===== src/rtl/pcm_dec_pkg.sv =====
package pcm_dec_pkg;

  localparam int PCM_W  = 16;
  localparam int BYTE_W = 8;

  // offset binary -> two's complement: invert the most significant bit
  function automatic logic [PCM_W-1:0] offset_to_signed(input logic [PCM_W-1:0] lvl);
    return {~lvl[PCM_W-1], lvl[PCM_W-2:0]};
  endfunction

endpackage


===== src/rtl/pcm_leaky_integ.sv =====
module pcm_leaky_integ #(
  parameter int PCM_W = 16,
  parameter int SHIFT = 12
) (
  input  logic             clk,
  input  logic             rst_n,
  input  logic             en,
  input  logic             bit_in,
  output logic [PCM_W-1:0] lvl_nxt
);
  // one guard bit keeps (target - acc) and the shifted step signed-safe
  localparam int ACC_W = PCM_W + SHIFT + 1;
  localparam logic signed [ACC_W-1:0] MID = ACC_W'(1) <<< (PCM_W - 1 + SHIFT);
  localparam logic signed [ACC_W-1:0] TOP = {1'b0, {PCM_W{1'b1}}, {SHIFT{1'b0}}};

  logic signed [ACC_W-1:0] acc_q, target, diff, acc_d;
  logic unused_guard;

  always_comb begin
    target = bit_in ? TOP : '0;
    diff   = target - acc_q;
    acc_d  = en ? acc_q + (diff >>> SHIFT) : acc_q;
  end

  assign lvl_nxt      = acc_d[SHIFT +: PCM_W];
  assign unused_guard = acc_d[ACC_W-1];

  always_ff @(posedge clk or negedge rst_n) begin
    if (!rst_n) acc_q <= MID;
    else        acc_q <= acc_d;
  end
endmodule


===== src/rtl/pcm_block_ctr.sv =====
module pcm_block_ctr #(
  parameter int OSR = 2048
) (
  input  logic clk,
  input  logic rst_n,
  input  logic en,
  output logic last
);
  localparam int CW = (OSR > 1) ? $clog2(OSR) : 1;
  localparam logic [CW-1:0] LAST_IDX = CW'(OSR - 1);

  logic [CW-1:0] cnt_q;

  assign last = en && (cnt_q == LAST_IDX);

  always_ff @(posedge clk or negedge rst_n) begin
    if (!rst_n)  cnt_q <= '0;
    else if (en) cnt_q <= last ? '0 : cnt_q + 1'b1;
  end
endmodule


===== src/rtl/pcm_byte_ser.sv =====
module pcm_byte_ser #(
  parameter int PCM_W  = 16,
  parameter int BYTE_W = 8
) (
  input  logic              clk,
  input  logic              rst_n,
  input  logic              load,
  input  logic [PCM_W-1:0]  sample,
  output logic [BYTE_W-1:0] byte_data,
  output logic              byte_valid,
  input  logic              byte_ready,
  output logic              overrun
);
  localparam int NB = PCM_W / BYTE_W;
  localparam int IW = (NB > 1) ? $clog2(NB) : 1;
  localparam logic [IW-1:0] LAST_B = IW'(NB - 1);

  logic [PCM_W-1:0] data_q;
  logic [IW-1:0]    idx_q;
  logic             busy_q, ovr_q, take, last_take;

  assign take       = busy_q && byte_ready;
  assign last_take  = take && (idx_q == LAST_B);
  assign byte_valid = busy_q;
  assign byte_data  = data_q[idx_q*BYTE_W +: BYTE_W];
  assign overrun    = ovr_q;

  always_ff @(posedge clk or negedge rst_n) begin
    if (!rst_n) begin
      data_q <= '0;
      idx_q  <= '0;
      busy_q <= 1'b0;
      ovr_q  <= 1'b0;
    end else if (load) begin
      data_q <= sample;
      idx_q  <= '0;
      busy_q <= 1'b1;
      if (busy_q && !last_take) ovr_q <= 1'b1;
    end else if (take) begin
      if (idx_q == LAST_B) busy_q <= 1'b0;
      else                 idx_q  <= idx_q + 1'b1;
    end
  end
endmodule


===== src/rtl/pdm_pcm_decimator.sv =====
module pdm_pcm_decimator
  import pcm_dec_pkg::*;
#(
  parameter int SHIFT = 12,
  parameter int OSR   = 2048
) (
  input  logic              clk,
  input  logic              rst_n,
  input  logic              bit_in,
  input  logic              bit_valid,
  output logic [PCM_W-1:0]  pcm_sample,
  output logic              pcm_valid,
  output logic [BYTE_W-1:0] byte_data,
  output logic              byte_valid,
  input  logic              byte_ready,
  output logic              overrun
);
  logic [PCM_W-1:0] lvl_nxt;
  logic             blk_last;

  pcm_leaky_integ #(.PCM_W(PCM_W), .SHIFT(SHIFT)) integ_i (
    .clk(clk), .rst_n(rst_n), .en(bit_valid), .bit_in(bit_in), .lvl_nxt(lvl_nxt)
  );

  pcm_block_ctr #(.OSR(OSR)) ctr_i (
    .clk(clk), .rst_n(rst_n), .en(bit_valid), .last(blk_last)
  );

  always_ff @(posedge clk or negedge rst_n) begin
    if (!rst_n) begin
      pcm_sample <= '0;
      pcm_valid  <= 1'b0;
    end else begin
      pcm_valid <= blk_last;
      if (blk_last) pcm_sample <= offset_to_signed(lvl_nxt);
    end
  end

  pcm_byte_ser #(.PCM_W(PCM_W), .BYTE_W(BYTE_W)) ser_i (
    .clk(clk), .rst_n(rst_n), .load(blk_last), .sample(offset_to_signed(lvl_nxt)),
    .byte_data(byte_data), .byte_valid(byte_valid), .byte_ready(byte_ready),
    .overrun(overrun)
  );
endmodule


===== config.mk =====
export PLATFORM = sky130hd
export DESIGN_NAME = pdm_pcm_decimator
export DESIGN_NICKNAME = d
export VERILOG_FILES = /design/src/rtl/pcm_dec_pkg.sv /design/src/rtl/pcm_leaky_integ.sv /design/src/rtl/pcm_block_ctr.sv /design/src/rtl/pcm_byte_ser.sv /design/src/rtl/pdm_pcm_decimator.sv
export SDC_FILE = /design/constraint.sdc
export NUM_CORES = 1
export LEC_CHECK = 0
export ABC_AREA = 1
export BUFFER_PORTS_ARGS = -buffer_cell sky130_fd_sc_hd__buf_2
export CAP_MARGIN = 10
export CORE_MARGIN = 10
export CORE_UTILIZATION = 45
export CTS_BUF_LIST = sky130_fd_sc_hd__clkbuf_8
export CTS_CLUSTER_SIZE = 30
export DETAILED_ROUTE_END_ITERATION = 16
export MAX_ROUTING_LAYER = met4
export SETUP_SLACK_MARGIN = 0.02
export SYNTH_ARGS = -nofsm -noshare
export SYNTH_HDL_FRONTEND = slang
export SYNTH_SLANG_ARGS = --single-unit

===== constraint.sdc =====
create_clock -name clk -period 8.9 [get_ports clk]
set_input_delay 1.78 -clock clk [delete_from_list [all_inputs] [get_ports clk]]
set_output_delay 1.78 -clock clk [all_outputs]
set_load 0.02 [all_outputs]

==> summary.txt <==
Worst setup path
  – Max incr delay on CP: 0.45 ns
  – Reg-to-Reg Start: integ_i.acc_q[21]$_DFF_PN0_
  – CP required: 9.14 ns
  – Startpoint Class: input port
  – Critical Path, Cell by Cell: buf_2, ha_1, nand2_1, inv_1, nand2_1, nor3_1, nand4_1, nand3_1, xnor2_1, buf_4, ha_1, nand2_1, nor2_1, nand2_1, nor2_1, nand2_1, nand4_1, nand3_1, and2_1
  – Critical path class: input port to register
  – Critical-path top delay cell: ha_1
  – Crit. End Element: register
  – Most frequent CP cell: nand2_1
  – Crit path DAT: a little over 5 ns
  – CP top delay family: simple AND/OR/NAND/NOR gates
  – Worst Path Buf+Inv: 3
  – Critical Path Fanout Max: 16
  – Critical path launch point: bit_in

Timing
  – Hold Fails Final Rpt: 0
  – Max-slew violations: 0
  – Fin crit period: 4.84 ns
  – Clock skew: 0.0133 ns
  – Post-Route Setup TNS: 0 ns
  – Setup Viol. Count Final: 0
  – Worst Tran Pin Value: 0.823 ns
  – Slew headroom: 0.451
  – Highest clock rate: 207 MHz
  – Final Cycle Share: 0.544
  – RSZ-0062 raised after global routing: false

Global route
  – Global route hottest layer: met2
  – Routing usage on met3: 0.0291
  – Congestion Overflow GR: 0
  – First-pass GRT wire length: approximately 27 mm
  – Initial antenna violation count: 0
  – Global Route Usage Sum: 0.196
  – Vias in the first global route: 5260
  – Largest net degree at the start of global routing: just over 60
  – GRT met1 Usage: 0.269
  – Global routing usage on met2: 0.297

Layout
  – Final nets: approximately 990
  – Layout Area Growth over Synthesis: 9.70%
  – Share of cells above drive strength 1: 0.0647
  – Finished Core Util: 0.499
  – Commonest non-fill, non-tap cell in the layout: nand2_1
  – Register Area: 1500 µm²
  – Multi-input gate area: 3550 µm²
  – Fin area: 6240 µm²
  – Commonest cells after routing, fill and taps aside: 318 x nand2_1, 150 x inv_1, 73 x nand3_1
  – Fillers: ~1400

Hold path
  – HP Start: ser_i.overrun$_DFFE_PN0P_
  – Min-delay worst type: register to register

Die
  – Die Wd: 132 µm
  – Placeable Area: 12500 µm²
  – Die Area: ~18000 µm²
  – Initial Utilization: 0.455
  – IO Pins: 32
  – Die height: approximately 130 µm
  – Row count: 41

Route
  – Antenna-violating nets left: 0
  – Detailed Routing Iterations Pass 1: 5
  – Routed Wire Length: 16.7 mm
  – Wire per inst: 15.0 µm
  – DRC viols: 0
  – Vias per cell: 4.99
  – Via count: 5574
  – Initial drt markers: 388

Clock network
  – Hold Buf Count CTS: 0
  – Post-CTS setup buffer count: 0
  – Clk slew on worst S/H paths: 0.07 ns
  – Clk Latency, worst-skew pair: 0.35 ns
  – Clock buffer depth: 2
  – Htree depth: 3
  – CTS Sinks: 60
  – TritonCTS clock tree: built
  – Root Buffer: clkbuf_8
  – TritonCTS Buffers: 9
  – Post-CTS Resized: 0

Yosys
  – Synthesized netlist net count: roughly 960
  – Syn Area/Cell: around 6.3 µm²
  – #FFs+latches synth: 60
  – Gate Count Post-Synth: between 900 and 1000
  – Mapped cell area: about 5700 µm²
  – Yosys warnings: 0
  – Netlist cell types: between 40 and 50
  – Sequential-to-total area share from yosys stat: 0.264

Placed design
  – IO buf count: 31
  – GPL Wtd Cong: 0.988
  – DP HPWL: ~13 mm
  – Area after DPL: about 6000 µm²

Run
  – # Max-Cap Violations: 0

Status
  – Status: completed
state kept, by name, indices dropped and copies added, names as in the netlist, named ones only:
register          flops
ser_i.byte_valid      1
ser_i.idx_q           1
ser_i.data_q         16
pcm_valid             1
ser_i.overrun         1
integ_i.acc_q        28
ctr_i.cnt_q          11
worst register-to-register path: stages (launching register included):
cell     delay (ns)
dfrtp_1        0.40
inv_1          0.13
ha_1           0.40
nand2_1        0.09
inv_1          0.08
nand2_1        0.07
nor3_1         0.27
nand4_1        0.17
nand3_1        0.16
xnor2_1        0.08
buf_4          0.20
ha_1           0.42
nand2_1        0.16
nor2_1         0.23
nand2_1        0.14
nor2_1         0.12
nand2_1        0.11
nand4_1        0.11
nand3_1        0.09
and2_1         0.17
metal layers:
| layer | wire length, µm | vias to the layer above |
|---|---|---|
| li1 | - | 2919 |
| met1 | 8510 | 2520 |
| met2 | 7300 | 119 |
| met3 | 689 | 16 |
| met4 | 227 | 0 |
| met5 | 0 | - |
kinds of logic (layout without fill, tap and decap cells):
| kind of cell | Yosys count | count (layout) | share of synthesized area |
|---|---|---|---|
| simple gates | 512 | 512 | 0.379 |
| flops | 60 | 60 | 0.264 |
| xor+xnor | 34 | 34 | 0.0523 |
| other cells | 0 | 1 | 0 |
| compound gates | 87 | 87 | 0.0836 |
| buf+inv | 163 | 201 | 0.112 |
| fa+ha+maj | 49 | 49 | 0.109 |
Yosys cell counts:
cell,instances,area share
buf_6,2,0.0040
a21o_1,2,0.0026
a31oi_1,1,0.0011
o21ai_2,1,0.0015
buf_4,1,0.0013
xor2_1,22,0.034
dfstp_2,1,0.0046
nand3_1,73,0.064
o21ai_1,2,0.0018
xnor2_1,12,0.018
a21oi_1,40,0.035
nand3b_1,1,0.0013
ha_1,48,0.11
nor2_2,1,0.0011
nor4_4,1,0.0037
and3_1,3,0.0033
dfrtp_1,59,0.26
nand4_1,15,0.016
nand3_2,1,0.0018
buf_2,1,0.00088
or2_2,1,0.0011
nand2b_1,1,0.0011
clkbuf_1,6,0.0040
o21bai_1,3,0.0040
buf_1,1,0.00066
nand2_1,318,0.21
nand2_2,1,0.0011
inv_1,150,0.099
nand2_4,1,0.0020
a211oi_1,2,0.0026
fa_1,1,0.0035
o22ai_1,2,0.0022
clkinv_4,1,0.0015
nor3_2,2,0.0035
a21boi_0,3,0.0040
and2_1,11,0.012
inv_2,1,0.00066
nor2_1,71,0.047
nor3_1,11,0.0097
o21a_1,3,0.0040
o21ai_0,28,0.025
worst paths after layout:
path                                            endpoint  slack, ns  cells past startpoint
setup / recovery             integ_i.acc_q[21]$_DFF_PN0_       4.06                     19
hold / removal                 ser_i.overrun$_DFFE_PN0P_       0.50                      1
setup reg to reg             integ_i.acc_q[21]$_DFF_PN0_       5.21                     19
hold reg to reg                ser_i.overrun$_DFFE_PN0P_       0.50                      1
max in group asynchronous  integ_i.acc_q[28]$_DFFE_PN0P_       6.75                      2
min in group asynchronous     ctr_i.cnt_q[0]$_DFFE_PN0P_       1.59                      2
cell type report:
| class | count | area share |
|---|---|---|
| Multi-Input combinational cell | 682 | 0.569 |
| Inverter | 152 | 0.0922 |
| Timing Repair Buffer | 33 | 0.0273 |
| Antenna cell | 1 | 0.000401 |
| Tap cell | 172 | 0.0345 |
| Sequential cell | 60 | 0.241 |
| Clock buffer | 10 | 0.0220 |
| Clock inverter | 6 | 0.0140 |
metrics by stage:
step           setup WS (ns)  hold slack (ns)  std cells
5_1_grt                 3.74            0.515       1115
3_5_place_dp            3.74            0.483       1099
2_1_floorplan           4.14            0.463        905
6_report                4.06            0.504       1116
4_1_cts                 4.11            0.507       1115
3_3_place_gp            3.72            0.476       1099
Power is left out: the tool's default activity adds up to more than one toggle a clock period on the data nets, which glitch-free logic cannot reach.
